**config.mk**
```make
export PLATFORM = sky130hd
export DESIGN_NAME = irqc_top
export DESIGN_NICKNAME = d
export VERILOG_FILES = /design/src/rtl/irqc_pkg.sv /design/src/rtl/irqc_ctrl.sv /design/src/rtl/irqc_datapath.sv /design/src/rtl/irqc_top.sv
export SDC_FILE = /design/constraint.sdc
export NUM_CORES = 1
export LEC_CHECK = 0
export BUFFER_PORTS_ARGS = -buffer_cell sky130_fd_sc_hd__buf_2
export CORE_UTILIZATION = 25
export CTS_CLUSTER_SIZE = 16
export DETAILED_ROUTE_END_ITERATION = 7
export GPL_TIMING_DRIVEN = 0
export PLACE_DENSITY_LB_ADDON = 0.12
export REMOVE_ABC_BUFFERS = 1
export SYNTH_ARGS = -nofsm -noshare
export SYNTH_HDL_FRONTEND = slang
export SYNTH_SLANG_ARGS = --single-unit
```
**constraint.sdc**
```tcl
create_clock -name clk -period 4.25 [get_ports clk]
set_input_delay 0.2125 -clock clk [delete_from_list [all_inputs] [get_ports clk]]
set_output_delay 0.2125 -clock clk [all_outputs]
set_load 0.02 [all_outputs]
```
**src/rtl/irqc_pkg.sv**
```systemverilog
package irqc_pkg;
  localparam int ADDR_W = 3;

  typedef enum logic [ADDR_W-1:0] {
    IDX_GATE   = 3'd0,
    IDX_SELECT = 3'd1,
    IDX_SENSE  = 3'd2,
    IDX_PEND   = 3'd3,
    IDX_CLEAR  = 3'd4,
    IDX_STYLE  = 3'd5,
    IDX_SWREQ  = 3'd6,
    IDX_NONE   = 3'd7
  } regIdx_t;

  typedef struct packed {
    logic    wrGate;
    logic    wrSelect;
    logic    wrSense;
    logic    wrClear;
    logic    wrStyle;
    logic    wrSwReq;
    regIdx_t rdSel;
  } irqcStrobe_t;
endpackage

```
**src/rtl/irqc_ctrl.sv**
```systemverilog
module irqc_ctrl
  import irqc_pkg::*;
(
  input  logic              wrEn,
  input  logic [ADDR_W-1:0] addr,
  output irqcStrobe_t       strb
);
  regIdx_t idx;

  always_comb begin
    idx          = regIdx_t'(addr);
    strb         = '0;
    strb.rdSel   = idx;
    strb.wrGate   = wrEn && (idx == IDX_GATE);
    strb.wrSelect = wrEn && (idx == IDX_SELECT);
    strb.wrSense  = wrEn && (idx == IDX_SENSE);
    strb.wrClear  = wrEn && (idx == IDX_CLEAR);
    strb.wrStyle  = wrEn && (idx == IDX_STYLE);
    strb.wrSwReq  = wrEn && (idx == IDX_SWREQ);
  end
endmodule

```
**src/rtl/irqc_datapath.sv**
```systemverilog
module irqc_datapath
  import irqc_pkg::*;
#(
  parameter int N_CH     = 32,
  parameter int DATA_W   = 32,
  parameter int SW_LINES = 2
) (
  input  logic              clk,
  input  logic              rstN,
  input  logic [N_CH-1:0]   irqIn,
  input  logic [DATA_W-1:0] wrData,
  input  irqcStrobe_t       strb,
  output logic [DATA_W-1:0] rdData,
  output logic              irqOut
);
  logic [N_CH-1:0]     gateQ, selectQ, senseQ, pendQ, prevQ;
  logic [N_CH-1:0]     reqLine, gated, setEv, clrBits;
  logic [SW_LINES-1:0] swReqQ;
  logic                styleQ, pulseQ;

  assign clrBits = strb.wrClear ? wrData[N_CH-1:0] : '0;

  for (genvar i = 0; i < N_CH; i++) begin : g_ch
    if (i < SW_LINES) begin : g_sw
      assign reqLine[i] = irqIn[i] | swReqQ[i];
    end else begin : g_hw
      assign reqLine[i] = irqIn[i];
    end
    assign gated[i] = reqLine[i] & gateQ[i];
    assign setEv[i] = senseQ[i] ? (gated[i] & ~prevQ[i]) : gated[i];

    always_ff @(posedge clk) begin
      if (!rstN)           pendQ[i] <= 1'b0;
      else if (setEv[i])   pendQ[i] <= 1'b1;
      else if (clrBits[i]) pendQ[i] <= 1'b0;
    end
  end

  always_ff @(posedge clk) begin
    if (!rstN) begin
      gateQ   <= '0;
      selectQ <= '0;
      senseQ  <= '0;
      prevQ   <= '0;
      swReqQ  <= '0;
      styleQ  <= 1'b0;
      pulseQ  <= 1'b0;
    end else begin
      prevQ  <= gated;
      pulseQ <= |(setEv & ~pendQ & selectQ);
      if (strb.wrGate)   gateQ   <= wrData[N_CH-1:0];
      if (strb.wrSelect) selectQ <= wrData[N_CH-1:0];
      if (strb.wrSense)  senseQ  <= wrData[N_CH-1:0];
      if (strb.wrSwReq)  swReqQ  <= wrData[SW_LINES-1:0];
      if (strb.wrStyle)  styleQ  <= wrData[0];
    end
  end

  assign irqOut = styleQ ? pulseQ : |(pendQ & selectQ);

  always_comb begin
    rdData = '0;
    unique case (strb.rdSel)
      IDX_GATE:   rdData[N_CH-1:0]     = gateQ;
      IDX_SELECT: rdData[N_CH-1:0]     = selectQ;
      IDX_SENSE:  rdData[N_CH-1:0]     = senseQ;
      IDX_PEND:   rdData[N_CH-1:0]     = pendQ;
      IDX_STYLE:  rdData               = {DATA_W{styleQ}};
      IDX_SWREQ:  rdData[SW_LINES-1:0] = swReqQ;
      default:    rdData               = '0;
    endcase
  end
endmodule

```
**src/rtl/irqc_top.sv**
```systemverilog
module irqc_top
  import irqc_pkg::*;
#(
  parameter int N_CH     = 32,
  parameter int DATA_W   = 32,
  parameter int SW_LINES = 2
) (
  input  logic              clk,
  input  logic              rstN,
  input  logic [N_CH-1:0]   irqIn,
  input  logic              wrEn,
  input  logic [ADDR_W-1:0] addr,
  input  logic [DATA_W-1:0] wrData,
  output logic [DATA_W-1:0] rdData,
  output logic              irqOut
);
  irqcStrobe_t strb;

  irqc_ctrl u_ctrl (
    .wrEn (wrEn),
    .addr (addr),
    .strb (strb)
  );

  irqc_datapath #(
    .N_CH     (N_CH),
    .DATA_W   (DATA_W),
    .SW_LINES (SW_LINES)
  ) u_dp (
    .clk    (clk),
    .rstN   (rstN),
    .irqIn  (irqIn),
    .wrData (wrData),
    .strb   (strb),
    .rdData (rdData),
    .irqOut (irqOut)
  );
endmodule

```
==> impl_metrics.xml <==
<?xml version="1.0" encoding="UTF-8"?>
<metrics>
  <group name="status">
    <metric name="status" unit="">complete, no violations</metric>
  </group>
  <group name="route">
    <metric name="avgRoutedWirePerCell" unit="um">19.4</metric>
    <metric name="per_cell_via_count_in_the_routed_design" unit="">4.81</metric>
    <metric name="drt_pass1_iterations" unit="">5</metric>
    <metric name="routed.top_layer" unit="">met4</metric>
    <metric name="detail_route.iter0.violations" unit="">406</metric>
    <metric name="routed-via-count" unit="">6690</metric>
    <metric name="met3_length" unit="um">1050</metric>
    <metric name="wl" unit="um">27000</metric>
    <metric name="drc" unit="">0</metric>
    <metric name="wl_met2" unit="um">12800</metric>
    <metric name="detail_route.wirelength.met1" unit="um">12800</metric>
    <metric name="ant_nets" unit="">0</metric>
  </group>
  <group name="floorplan">
    <metric name="num_rows" unit="">63</metric>
    <metric name="floorplan.core_area" unit="um2">29900</metric>
    <metric name="initial_core_util" unit="%">25.6</metric>
    <metric name="count_of_boundary_i_o_pins" unit="">103</metric>
    <metric name="die_height" unit="um">177</metric>
    <metric name="die_area" unit="um2">31300</metric>
    <metric name="die_width" unit="um">177</metric>
  </group>
  <group name="critical_path">
    <metric name="critical_path.max_fanout" unit="">38</metric>
    <metric name="worst_setup_path_end_kind" unit="">output port</metric>
    <metric name="arrival" unit="ns">2.75</metric>
    <metric name="slowest_stage" unit="">sky130_fd_sc_hd__nand3_1</metric>
    <metric name="timing.critical_path.from_type" unit="">input pin</metric>
    <metric name="crit_chain" unit="">buf_4, and2b_1, nand3_1, o21ai_0, buf_2</metric>
    <metric name="crit_path_max_incr_delay" unit="ns">0.80</metric>
    <metric name="cp.required" unit="ns">4.04</metric>
    <metric name="worstSetupPathType" unit="">input pin to output port</metric>
  </group>
  <group name="logic_synthesis">
    <metric name="postSynthRegisterBits" unit="">164</metric>
    <metric name="synth_top_area_share" unit="%">42.9</metric>
    <metric name="synth.top_cells.by_area" unit="">sky130_fd_sc_hd__dfxtp_1, sky130_fd_sc_hd__nand2_1, sky130_fd_sc_hd__a21boi_0</metric>
    <metric name="yosysWarnings" unit="">0</metric>
    <metric name="synth_area_per_cell" unit="um2">8.33</metric>
    <metric name="synth_seq_area_share" unit="%">42.9</metric>
    <metric name="synth.largest_area_cell" unit="">sky130_fd_sc_hd__dfxtp_1</metric>
    <metric name="netlist-cell-type-count" unit="">39</metric>
    <metric name="synthCells" unit="">919</metric>
    <metric name="post_synth_instance_area" unit="um2">7660</metric>
  </group>
  <group name="clocking">
    <metric name="cts_hold_repair.buffers" unit="">0</metric>
    <metric name="cts_setup_buffers" unit="">0</metric>
    <metric name="clock-root-buffer" unit="">sky130_fd_sc_hd__clkbuf_16</metric>
    <metric name="max-clock-path-buffers" unit="">2</metric>
    <metric name="cts_tree" unit="">built</metric>
    <metric name="post_cts_resize_count" unit="">0</metric>
    <metric name="clock_insertion_delay_worst_skew" unit="ns">0.43</metric>
    <metric name="clk_pin_slew_worst_paths" unit="ns">0.07</metric>
    <metric name="clock_sinks" unit="">164</metric>
    <metric name="cts_max_level" unit="">4</metric>
    <metric name="cts_buffers" unit="">17</metric>
  </group>
  <group name="sta">
    <metric name="tightestPinTransition" unit="ns">1.10</metric>
    <metric name="fin_max_slew_vios" unit="">0</metric>
    <metric name="finalCriticalPeriod" unit="ns">2.96</metric>
    <metric name="final_hold_viol_count" unit="">0</metric>
    <metric name="clock_skew" unit="ns">0.00803</metric>
    <metric name="final_critical_path_share_of_the_clock_period" unit="%">69.7</metric>
    <metric name="fmaxAchievable" unit="GHz">0.337</metric>
    <metric name="timing.slew.headroom" unit="%">26.8</metric>
    <metric name="final.setup.tns" unit="ns">0</metric>
    <metric name="setup-violations-final" unit="">0</metric>
    <metric name="rsz0062_at_grt" unit="">no</metric>
  </group>
  <group name="power">
    <metric name="power_frac_seq" unit="%">46.5</metric>
    <metric name="clk_pwr_share" unit="%">46.1</metric>
    <metric name="internal" unit="uW">2550</metric>
    <metric name="power-per-cell-area" unit="nW/um2">372</metric>
    <metric name="p_total" unit="uW">3410</metric>
    <metric name="netSwitchingPower" unit="uW">865</metric>
    <metric name="peakVddDrop" unit="V">0.000283</metric>
    <metric name="power_switching_share" unit="%">25.4</metric>
    <metric name="leakagePower" unit="uW">0.00330</metric>
    <metric name="comb_power_share" unit="%">7.4</metric>
  </group>
  <group name="layout">
    <metric name="final_nets" unit="">1057</metric>
    <metric name="fin_util" unit="%">30.7</metric>
    <metric name="layout_stage_area_growth_over_the_synthesis_result" unit="%">19.7</metric>
    <metric name="final_layout_size_suffix_gt1_share" unit="%">17.1</metric>
    <metric name="nFillCells" unit="">3239</metric>
  </group>
  <group name="global_routing">
    <metric name="grt_start_max_net_pins" unit="">108</metric>
    <metric name="vias_in_the_first_global_route" unit="">6647</metric>
    <metric name="globalRoute.totalOverflow" unit="">0</metric>
    <metric name="grt_pass1_wl" unit="um">41000</metric>
    <metric name="antenna_found_initial" unit="">2</metric>
    <metric name="global_route.usage.total" unit="%">17.6</metric>
  </group>
  <group name="placed_design">
    <metric name="place.detailed.hpwl" unit="um">16900</metric>
    <metric name="routabilityCongestion" unit="">0.729</metric>
    <metric name="number_of_buffers_added_on_ports" unit="">102</metric>
  </group>
  <group name="min_path">
    <metric name="hp-class" unit="">input pin to register</metric>
  </group>
  <group name="run">
    <metric name="max-cap-violations" unit="">0</metric>
  </group>
</metrics>
-- sequential cells by signal (all words and copies together), names as in the netlist --
signal and flops:
u_dp.pulseQ 1, u_dp.prevQ 32, u_dp.pendQ 32, u_dp.senseQ 32, u_dp.selectQ 32, u_dp.gateQ 32, u_dp.styleQ 1, u_dp.swReqQ 2
-- stage by stage --
| stage | worst slack (ns) | area, um2 | instances | hold WS, ns |
|---|---|---|---|---|
| after global placement | -0.828 | 8400 | 1351 | 0.462 |
| after CTS | 1.17 | 9170 | 1390 | 0.00930 |
| after detailed placement | 1.18 | 8580 | 1358 | 0.462 |
| final | 1.29 | 9170 | 1391 | 0.0275 |
| after global routing | 1.09 | 9170 | 1391 | 0.0181 |
| after floorplan | 2.38 | 7400 | 859 | 0.334 |
-- layer usage --
| metal | up-vias | GRT usage (%) |
|---|---|---|
| met5 | - | 0 |
| met4 | 0 | 3.92 |
| met3 | 16 | 3.48 |
| met2 | 138 | 28.9 |
| met1 | 3193 | 23.7 |
| li1 | 3343 | - |
-- worst max-delay path: cells and delay by family --
| kind | cells | cell delay (ns) |
|---|---|---|
| and+or+nand+nor | 2 | 1.18 |
| AOI/OAI and AO/OA | 1 | 0.43 |
| buffers and inverters | 2 | 0.87 |
-- Yosys cell counts, drive strengths merged --
cell,n
o21ai,31
mux2i,16
and2b,1
buf,24
nor2,15
a21oi,36
nand3,9
a21boi,100
a222oi,1
nor2b,55
nand2b,1
a22o,5
clkbuf,36
nand3b,4
dfxtp,164
o21a,2
inv,19
mux4,17
nand2,264
nand4,31
nor3b,3
and3,32
or4,2
nand4b,2
a31oi,1
and2,5
o221ai,1
mux2,3
a32oi,23
o32ai,1
a221oi,5
o41a,1
a22oi,8
nor3,1
-- logic make-up (layout without fill, tap and decap cells) --
family,after synthesis,after routing,share of synthesized area [%]
and+or+nand+nor,425,425,25.7
AOI/OAI and AO/OA,215,215,19.5
DFF,164,164,42.9
buffers and inverters,79,160,4.36
muxes,36,36,7.53
other,0,1,0
-- cells in the final DEF, fill, tap and decap left out, types with 23 or more instances in the layout --
cell type                  synthesis  final
sky130_fd_sc_hd__nand2_1         262    259
sky130_fd_sc_hd__and3_1           32     31
sky130_fd_sc_hd__nor2b_1          55     54
sky130_fd_sc_hd__nand4_1          31     31
sky130_fd_sc_hd__o21ai_0          31     31
sky130_fd_sc_hd__dfxtp_1         164    164
sky130_fd_sc_hd__a21oi_1          36     36
sky130_fd_sc_hd__a21boi_0         93     93
sky130_fd_sc_hd__a32oi_1          23     23
sky130_fd_sc_hd__buf_2            15    100
-- final timing paths --
kind | from | to | slack (ns) | cells past startpoint
max | addr[0] | rdData[22] | 1.29 | 5
max reg2reg | u_dp.selectQ[4] | u_dp.pulseQ | 2.32 | 5
min | irqIn[16] | u_dp.prevQ[16] | 0.03 | 2
min reg2reg | u_dp.senseQ[11] | u_dp.senseQ[11] | 0.47 | 2
-- power groups by stage --
stage / Clock, uW / Combinational (uW) / Sequential [uW]
floorplan: 0 / 96.3 / 1610
global placement: 0 / 249 / 1620
detailed placement: 0 / 255 / 1620
CTS: 1620 / 256 / 1590
global route: 1680 / 276 / 1590
finish: 1570 / 251 / 1590
-- cell type report --
class,instances,area (um2),area share [%]
multi-input combinational,676,4060,44.3
sequential,164,3280,35.8
timing repair buffer,109,674,7.35
tap,390,488,5.32
clock buffer,19,443,4.83
clock inverter,13,150,1.64
inverter,19,71.3,0.778
antenna,1,2.50,0.0273
No activity file was read; power rests on OpenSTA's default activity.
